<file path="config.mk">
export PLATFORM = sky130hd
export DESIGN_NAME = thermo_fn_ctrl
export DESIGN_NICKNAME = d
export VERILOG_FILES = /design/src/rtl/thermo_fn_pkg.sv /design/src/rtl/sp_crc8.sv /design/src/rtl/op_timer.sv /design/src/rtl/temp_alarm_cmp.sv /design/src/rtl/thermo_fn_ctrl.sv
export SDC_FILE = /design/constraint.sdc
export NUM_CORES = 1
export LEC_CHECK = 0
export BUFFER_PORTS_ARGS = -buffer_cell sky130_fd_sc_hd__buf_4
export CAP_MARGIN = 20
export CORE_ASPECT_RATIO = 0.6
export CORE_UTILIZATION = 40
export DETAILED_ROUTE_END_ITERATION = 8
export PLACE_DENSITY = 0.62
export SLEW_MARGIN = 20
export SYNTH_ARGS = -nofsm -noshare
export SYNTH_HDL_FRONTEND = slang
export SYNTH_SLANG_ARGS = --single-unit
</file>
<file path="constraint.sdc">
create_clock -name clk_i -period 4.63 [get_ports clk_i]
set_input_delay 0.463 -clock clk_i [delete_from_list [all_inputs] [get_ports clk_i]]
set_output_delay 0.463 -clock clk_i [all_outputs]
set_load 0.02 [all_outputs]
</file>
<file path="src/rtl/thermo_fn_pkg.sv">
package thermo_fn_pkg;
  typedef enum logic [3:0] {
    ST_IDLE, ST_CMD, ST_WRITE, ST_READ, ST_CONV, ST_COPY, ST_RECALL, ST_PWR, ST_HOLD
  } fn_state_e;

  localparam logic [7:0] OP_WR_SP  = 8'h4E;
  localparam logic [7:0] OP_RD_SP  = 8'hBE;
  localparam logic [7:0] OP_COPY   = 8'h48;
  localparam logic [7:0] OP_CONV   = 8'h44;
  localparam logic [7:0] OP_RECALL = 8'hB8;
  localparam logic [7:0] OP_PWR    = 8'hB4;

  localparam logic [15:0] TEMP_POR   = 16'h00AA;
  localparam logic [7:0]  REMAIN_POR = 8'h0C;
  localparam logic [7:0]  PERC_POR   = 8'h10;
  localparam logic [7:0]  RSVD_BYTE  = 8'hFF;
endpackage

</file>
<file path="src/rtl/sp_crc8.sv">
module sp_crc8 #(
  parameter int NBYTES = 8,
  localparam int NBITS = NBYTES * 8
) (
  input  logic [NBITS-1:0] data_i,
  output logic [7:0]       crc_o
);
  logic [7:0] chain [NBITS+1];
  assign chain[0] = 8'h00;

  for (genvar g = 0; g < NBITS; g++) begin : g_stage
    logic fb;
    assign fb = chain[g][0] ^ data_i[g];
    // reflected x^8+x^5+x^4+1
    assign chain[g+1] = {fb, chain[g][7:1]} ^ {4'b0000, fb, fb, 2'b00};
  end

  assign crc_o = chain[NBITS];
endmodule

</file>
<file path="src/rtl/op_timer.sv">
module op_timer #(
  parameter int unsigned TICKS = 1000,
  localparam int CW = $clog2(TICKS + 1)
) (
  input  logic clk_i,
  input  logic rst_ni,
  input  logic start_i,
  input  logic tick_i,
  output logic busy_o,
  output logic done_o
);
  logic [CW-1:0] cnt_q;

  always_ff @(posedge clk_i or negedge rst_ni) begin
    if (!rst_ni) begin
      cnt_q  <= '0;
      busy_o <= 1'b0;
      done_o <= 1'b0;
    end else begin
      done_o <= 1'b0;
      if (start_i) begin
        cnt_q  <= CW'(TICKS);
        busy_o <= 1'b1;
      end else if (busy_o && tick_i) begin
        if (cnt_q <= CW'(1)) begin
          cnt_q  <= '0;
          busy_o <= 1'b0;
          done_o <= 1'b1;
        end else begin
          cnt_q <= cnt_q - CW'(1);
        end
      end
    end
  end
endmodule

</file>
<file path="src/rtl/temp_alarm_cmp.sv">
module temp_alarm_cmp (
  input  logic [15:0] temp_i,
  input  logic [7:0]  hi_i,
  input  logic [7:0]  lo_i,
  output logic        hit_o
);
  logic signed [7:0] whole;
  assign whole = $signed(temp_i[8:1]);  // half-degree bit dropped
  assign hit_o = (whole > $signed(hi_i)) || (whole < $signed(lo_i));
endmodule

</file>
<file path="src/rtl/thermo_fn_ctrl.sv">
module thermo_fn_ctrl
  import thermo_fn_pkg::*;
#(
  parameter int unsigned CONV_TICKS = 750000,
  parameter int unsigned COPY_TICKS = 10000,
  parameter logic [7:0]  NV_HI_INIT = 8'h4B,
  parameter logic [7:0]  NV_LO_INIT = 8'h46
) (
  input  logic        clk_i,
  input  logic        rst_ni,
  input  logic        tick_i,
  input  logic        sel_i,
  input  logic        bus_rst_i,
  input  logic        rx_valid_i,
  input  logic [7:0]  rx_byte_i,
  input  logic        slot_req_i,
  output logic        tx_bit_o,
  input  logic        ext_pwr_i,
  output logic        conv_start_o,
  input  logic [15:0] temp_i,
  input  logic [7:0]  cnt_remain_i,
  input  logic [7:0]  cnt_per_c_i,
  output logic        alarm_o
);
  localparam int SP_BYTES = 8;
  localparam int ADDR_W   = $clog2(SP_BYTES + 2);
  localparam logic [ADDR_W-1:0] CRC_ADDR = ADDR_W'(SP_BYTES);

  fn_state_e         state;
  logic              wr_idx;
  logic [ADDR_W-1:0] rd_addr;
  logic [2:0]        rd_bit;
  logic [15:0]       temp_q;
  logic [7:0]        remain_q, perc_q;
  logic [7:0]        sp_hi, sp_lo, nv_hi, nv_lo, pend_hi, pend_lo;
  logic              conv_busy, conv_done, copy_busy, copy_done;
  logic              alarm_hit;
  logic [7:0]        crc_byte, cur_byte;
  logic [SP_BYTES*8-1:0] sp_image;
  logic              cmd_byte, conv_go, copy_go, rd_done, reply;

  assign sp_image = {perc_q, remain_q, RSVD_BYTE, RSVD_BYTE, sp_lo, sp_hi, temp_q};

  sp_crc8 #(.NBYTES(SP_BYTES)) u_crc (.data_i(sp_image), .crc_o(crc_byte));

  temp_alarm_cmp u_cmp (.temp_i(temp_i), .hi_i(nv_hi), .lo_i(nv_lo), .hit_o(alarm_hit));

  op_timer #(.TICKS(CONV_TICKS)) u_conv_tmr (
    .clk_i, .rst_ni, .start_i(conv_go), .tick_i, .busy_o(conv_busy), .done_o(conv_done)
  );

  op_timer #(.TICKS(COPY_TICKS)) u_copy_tmr (
    .clk_i, .rst_ni, .start_i(copy_go), .tick_i, .busy_o(copy_busy), .done_o(copy_done)
  );

  // command byte accepted only when no reset/select overrides it
  assign cmd_byte = (state == ST_CMD) && rx_valid_i && !bus_rst_i && !sel_i;
  assign conv_go  = cmd_byte && (rx_byte_i == OP_CONV);
  assign copy_go  = cmd_byte && (rx_byte_i == OP_COPY);
  assign rd_done  = rd_addr > CRC_ADDR;

  always_comb begin
    if (rd_addr == CRC_ADDR) cur_byte = crc_byte;
    else                     cur_byte = sp_image[rd_addr[2:0]*8 +: 8];
  end

  always_comb begin
    unique case (state)
      ST_READ:              reply = rd_done ? 1'b1 : cur_byte[rd_bit];
      ST_CONV, ST_RECALL:   reply = ~conv_busy;
      ST_COPY:              reply = ~copy_busy;
      ST_PWR:               reply = ext_pwr_i;
      default:              reply = 1'b1;
    endcase
  end

  always_ff @(posedge clk_i or negedge rst_ni) begin
    if (!rst_ni) begin
      state        <= ST_IDLE;
      wr_idx       <= 1'b0;
      rd_addr      <= '0;
      rd_bit       <= '0;
      tx_bit_o     <= 1'b1;
      conv_start_o <= 1'b0;
      temp_q       <= TEMP_POR;
      remain_q     <= REMAIN_POR;
      perc_q       <= PERC_POR;
      sp_hi        <= NV_HI_INIT;
      sp_lo        <= NV_LO_INIT;
      nv_hi        <= NV_HI_INIT;
      nv_lo        <= NV_LO_INIT;
      pend_hi      <= NV_HI_INIT;
      pend_lo      <= NV_LO_INIT;
      alarm_o      <= 1'b0;
    end else begin
      conv_start_o <= conv_go;

      if (conv_done) begin
        temp_q   <= temp_i;
        remain_q <= cnt_remain_i;
        perc_q   <= cnt_per_c_i;
        alarm_o  <= alarm_hit;
      end

      if (copy_done) begin
        nv_hi <= pend_hi;
        nv_lo <= pend_lo;
      end

      if (slot_req_i) begin
        tx_bit_o <= reply;
        if (state == ST_READ && !rd_done) begin
          rd_bit <= rd_bit + 3'd1;
          if (rd_bit == 3'd7) rd_addr <= rd_addr + ADDR_W'(1);
        end
      end

      if (bus_rst_i) begin
        state <= ST_IDLE;
      end else if (sel_i) begin
        state <= ST_CMD;
      end else if (rx_valid_i) begin
        unique case (state)
          ST_CMD: begin
            unique case (rx_byte_i)
              OP_WR_SP: begin
                state  <= ST_WRITE;
                wr_idx <= 1'b0;
              end
              OP_RD_SP: begin
                state   <= ST_READ;
                rd_addr <= '0;
                rd_bit  <= '0;
              end
              OP_CONV: state <= ST_CONV;
              OP_COPY: begin
                state   <= ST_COPY;
                pend_hi <= sp_hi;
                pend_lo <= sp_lo;
              end
              OP_RECALL: begin
                state <= ST_RECALL;
                sp_hi <= nv_hi;
                sp_lo <= nv_lo;
              end
              OP_PWR:  state <= ST_PWR;
              default: state <= ST_HOLD;
            endcase
          end
          ST_WRITE: begin
            if (!wr_idx) begin
              sp_hi  <= rx_byte_i;
              wr_idx <= 1'b1;
            end else begin
              sp_lo <= rx_byte_i;
              state <= ST_HOLD;
            end
          end
          default: ;
        endcase
      end
    end
  end
endmodule

</file>
==> impl_metrics.csv <==
group,metric,value,unit
outcome,outcome,"completed",
timing,fmax,231.6,MHz
timing,drv_slew,0,
power_and_ir_drop,p_total,3.091,mW
clock_network,cts_tree,"yes",
grt,grt-ovfl-total,0,
power_and_ir_drop,power_frac_comb,17.0,%
timing,slew_headroom,34.80,%
clock_network,path_clk_slew,0.06,ns
clock_network,cts_hold_buf,0,
placement,dp_hpwl,16.35,mm
logic_synthesis,syn_area_per_cell,10.22,sq um
timing,fin_crit_sh,93.26,%
grt,first_global_vias,5933,
routing,viasPerCell,5.396,
power_and_ir_drop,power_frac_clock,44.6,%
layout,final_core_util,47.70,%
run,cap_viol_max_count,0,
power_and_ir_drop,pwr-share-seq,38.4,%
critical_path,path_class,"reg2reg",
critical_path,cp_max_fo,5,
die,rows,40,
power_and_ir_drop,irDropWorstVdd,288.7,uV
power_and_ir_drop,p_switching,0.7874,mW
layout,drive_gt1_share,19.71,%
power_and_ir_drop,internal_power,2.304,mW
die,die_w,190.7,um
timing,setup_ws,0.3122,ns
grt,antenna_found_initial,0,
layout,area_delta_synth_final,14.30,%
routing,drc_errors,0,
logic_synthesis,synth_top_flop_cell,"dfrtp_1",
logic_synthesis,synth_edf_count,0,
logic_synthesis,synth_cells,836,
die,die_y,115.2,um
clock_network,cts_setup_buffers,0,
routing,routedWlPerCell,19.17,um
placement,post-place-ws,0.3906,ns
placement,io_buffers,50,
critical_path,critPathLaunchType,"register",
clock_network,cts_buffer_depth,2,
die,start_util,41.73,%
routing,dr.pass1.iters,6,
critical_path,arrival,4.67,ns
timing,fin_hold_ws,0.1515,ns
placement,globalplace.congestion,0.9116,
clock_network,htreeDepth,4,
timing,final-setup-viol-count,0,
clock_network,cts_root_buffer,"clkbuf_16",
timing,skew,0.007743,ns
critical_path,critPathCaptureType,"register",
routing,ant_nets,0,
die,core,20470,sq um
power_and_ir_drop,power_density,316.6,nW/um^2
clock_network,cts-buffers-inserted,17,
layout,fill_cells,1878,
power_and_ir_drop,p_leak,4.471,nW
logic_synthesis,synthDistinctLibCells,62,
clock_network,cts_resized,0,
logic_synthesis,yosysSeqAreaShare,39.39,%
power_and_ir_drop,swShare,25.47,%
hold_path,min_path_type,"in2async",
die,die_area,21960,sq um
timing,min_period,4.318,ns
logic_synthesis,synth_nets,907,
logic_synthesis,ys_warn_count,0,
logic_synthesis,ys_ff_latch,133,
logic_synthesis,netlist_area,8542,sq um
layout,antenna_cells,0,
grt,grt_max_degree,101,
clock_network,clk_latency,0.43,ns
die,ios,51,
grt,grt.total_usage,21.75,%
timing,hold_viol_final,0,
routing,num_vias,6265,
timing,rsz0062_at_grt,"no",
timing,tightest_slew,0.9752,ns
routing,wl,22.25,mm
clock_network,clkSinkCount,133,
grt,grt_pass1_wl,35.40,mm
routing,drt_iter0_markers,616,
logic_synthesis,ys_async_sr_fraction,100.0,%
layout,nets,946,
critical_path,cp.required,4.99,ns
timing,finalSetupTns,0,ns
==> cell usage in the layout (no fill, tap or decap), types with 4 or more instances in the layout <==
master,n
nand2_1,111
dfrtp_1,104
nor2_1,72
xnor2_1,64
o21ai_0,63
buf_4,56
a21oi_1,54
mux2_2,36
dfstp_2,29
inv_1,27
xnor3_1,26
xor2_1,24
ha_1,23
nand3_1,17
clkbuf_16,17
nor3_1,16
and2_1,13
mux4_2,9
mux2i_1,8
xor3_1,8
nor2b_1,7
nor4_1,7
nand2b_1,6
a22oi_1,5
xnor3_2,5
o211ai_1,5
or3_1,4
==> area by class of cell <==
cell class                      instances  area [sq um]  share of cell area [%]
Sequential cell                       133          3364                   34.46
Tap cell                              273         341.6                   3.499
Clock buffer                           20         436.7                   4.473
Multi-Input combinational cell        639          4933                   50.53
Clock inverter                         12         153.9                   1.576
Timing Repair Buffer                   57         431.7                   4.421
Inverter                               27         101.3                   1.038
==> state kept, by name, indices dropped and copies added, names as in the netlist <==
name,cells
u_conv_tmr.cnt_q,20
perc_q,8
nv_lo,8
u_conv_tmr.done_o,1
alarm_o,1
u_copy_tmr.busy_o,1
temp_q,16
wr_idx,1
pend_hi,8
nv_hi,8
tx_bit_o,1
u_copy_tmr.cnt_q,14
rd_addr,4
remain_q,8
u_copy_tmr.done_o,1
sp_hi,8
sp_lo,8
rd_bit,3
state,4
u_conv_tmr.busy_o,1
conv_start_o,1
pend_lo,8
==> critical path: stages, from the launching register on <==
cell	delay, ns
dfstp_2	0.59
xnor3_2	0.49
xnor2_1	0.40
xor2_1	0.38
xor3_1	0.56
xor2_1	0.37
xnor2_2	0.18
xor2_1	0.29
xnor3_1	0.39
a2111oi_2	0.36
a211oi_1	0.08
a21oi_1	0.15
==> cell families after synthesis <==
| group | share of synthesized area [%] |
|---|---|
| XOR/XNOR | 20.59 |
| adder cells (fa/ha/maj) | 3.369 |
| flip-flops | 39.39 |
| multiplexers | 8.364 |
| AO/OA/AOI/OAI | 10.90 |
| buffers and inverters | 2.988 |
| AND/OR/NAND/NOR | 14.40 |
==> power groups by stage <==
| stage | Combinational [mW] | Sequential, mW | Clock, mW |
|---|---|---|---|
| final | 0.526 | 1.19 | 1.38 |
| after global routing | 0.567 | 1.19 | 1.45 |
| after CTS | 0.523 | 1.19 | 1.41 |
| after detailed placement | 0.520 | 1.21 | 0 |
| after global placement | 0.516 | 1.21 | 0 |
| after floorplan | 0.391 | 1.20 | 0 |
==> synthesized netlist by cell type, drive strengths merged (6+ instances only) <==
master    n  area, sq um
a21oi    54        270.3
mux4     10        229.0
xnor3    33        757.0
mux2i     8        80.08
clkbuf   32        120.1
xor3      9        215.2
nor2     72        270.3
and2     13        81.33
nand2b    6        37.54
nor3     17        85.08
o21ai    63        315.3
xor2     24        210.2
nor4      8        50.05
nand2   111        416.7
dfrtp   104         2603
dfstp    29        762.0
xnor2    65        576.8
inv      27        101.4
mux2     36        405.4
ha       23        287.8
nand3    17        85.08
nor2b     7        43.79
==> routing by layer <==
metal | GRT usage, % | routed length (um) | vias to the layer above
met2 | 25.41 | 7722 | 208
li1 | - | - | 2990
met3 | 6.777 | 1805 | 14
met1 | 36.87 | 12570 | 3053
met4 | 4.160 | 152 | 0
met5 | 0 | 0 | -
==> path summary, 6_finish.rpt <==
path | slack, ns | cells after the start | end | start
max | 0.31 | 11 | tx_bit_o | temp_q[5]
min | 0.15 | 1 | nv_hi[7] | rst_ni
max reg2reg | 0.31 | 11 | tx_bit_o | temp_q[5]
min reg2reg | 0.46 | 2 | pend_hi[6] | pend_hi[6]
max in group asynchronous | 3.42 | 2 | pend_hi[1] | rst_ni
min in group clk_i | 0.23 | 2 | state[0] | bus_rst_i
==> metrics by stage <==
stage,area (sq um),instances
finish,9763,1161
global route,9763,1161
CTS,9763,1161
detailed placement,9173,1129
global placement,9166,1129
floorplan,8542,836
Power figures use the tool's default switching activity.
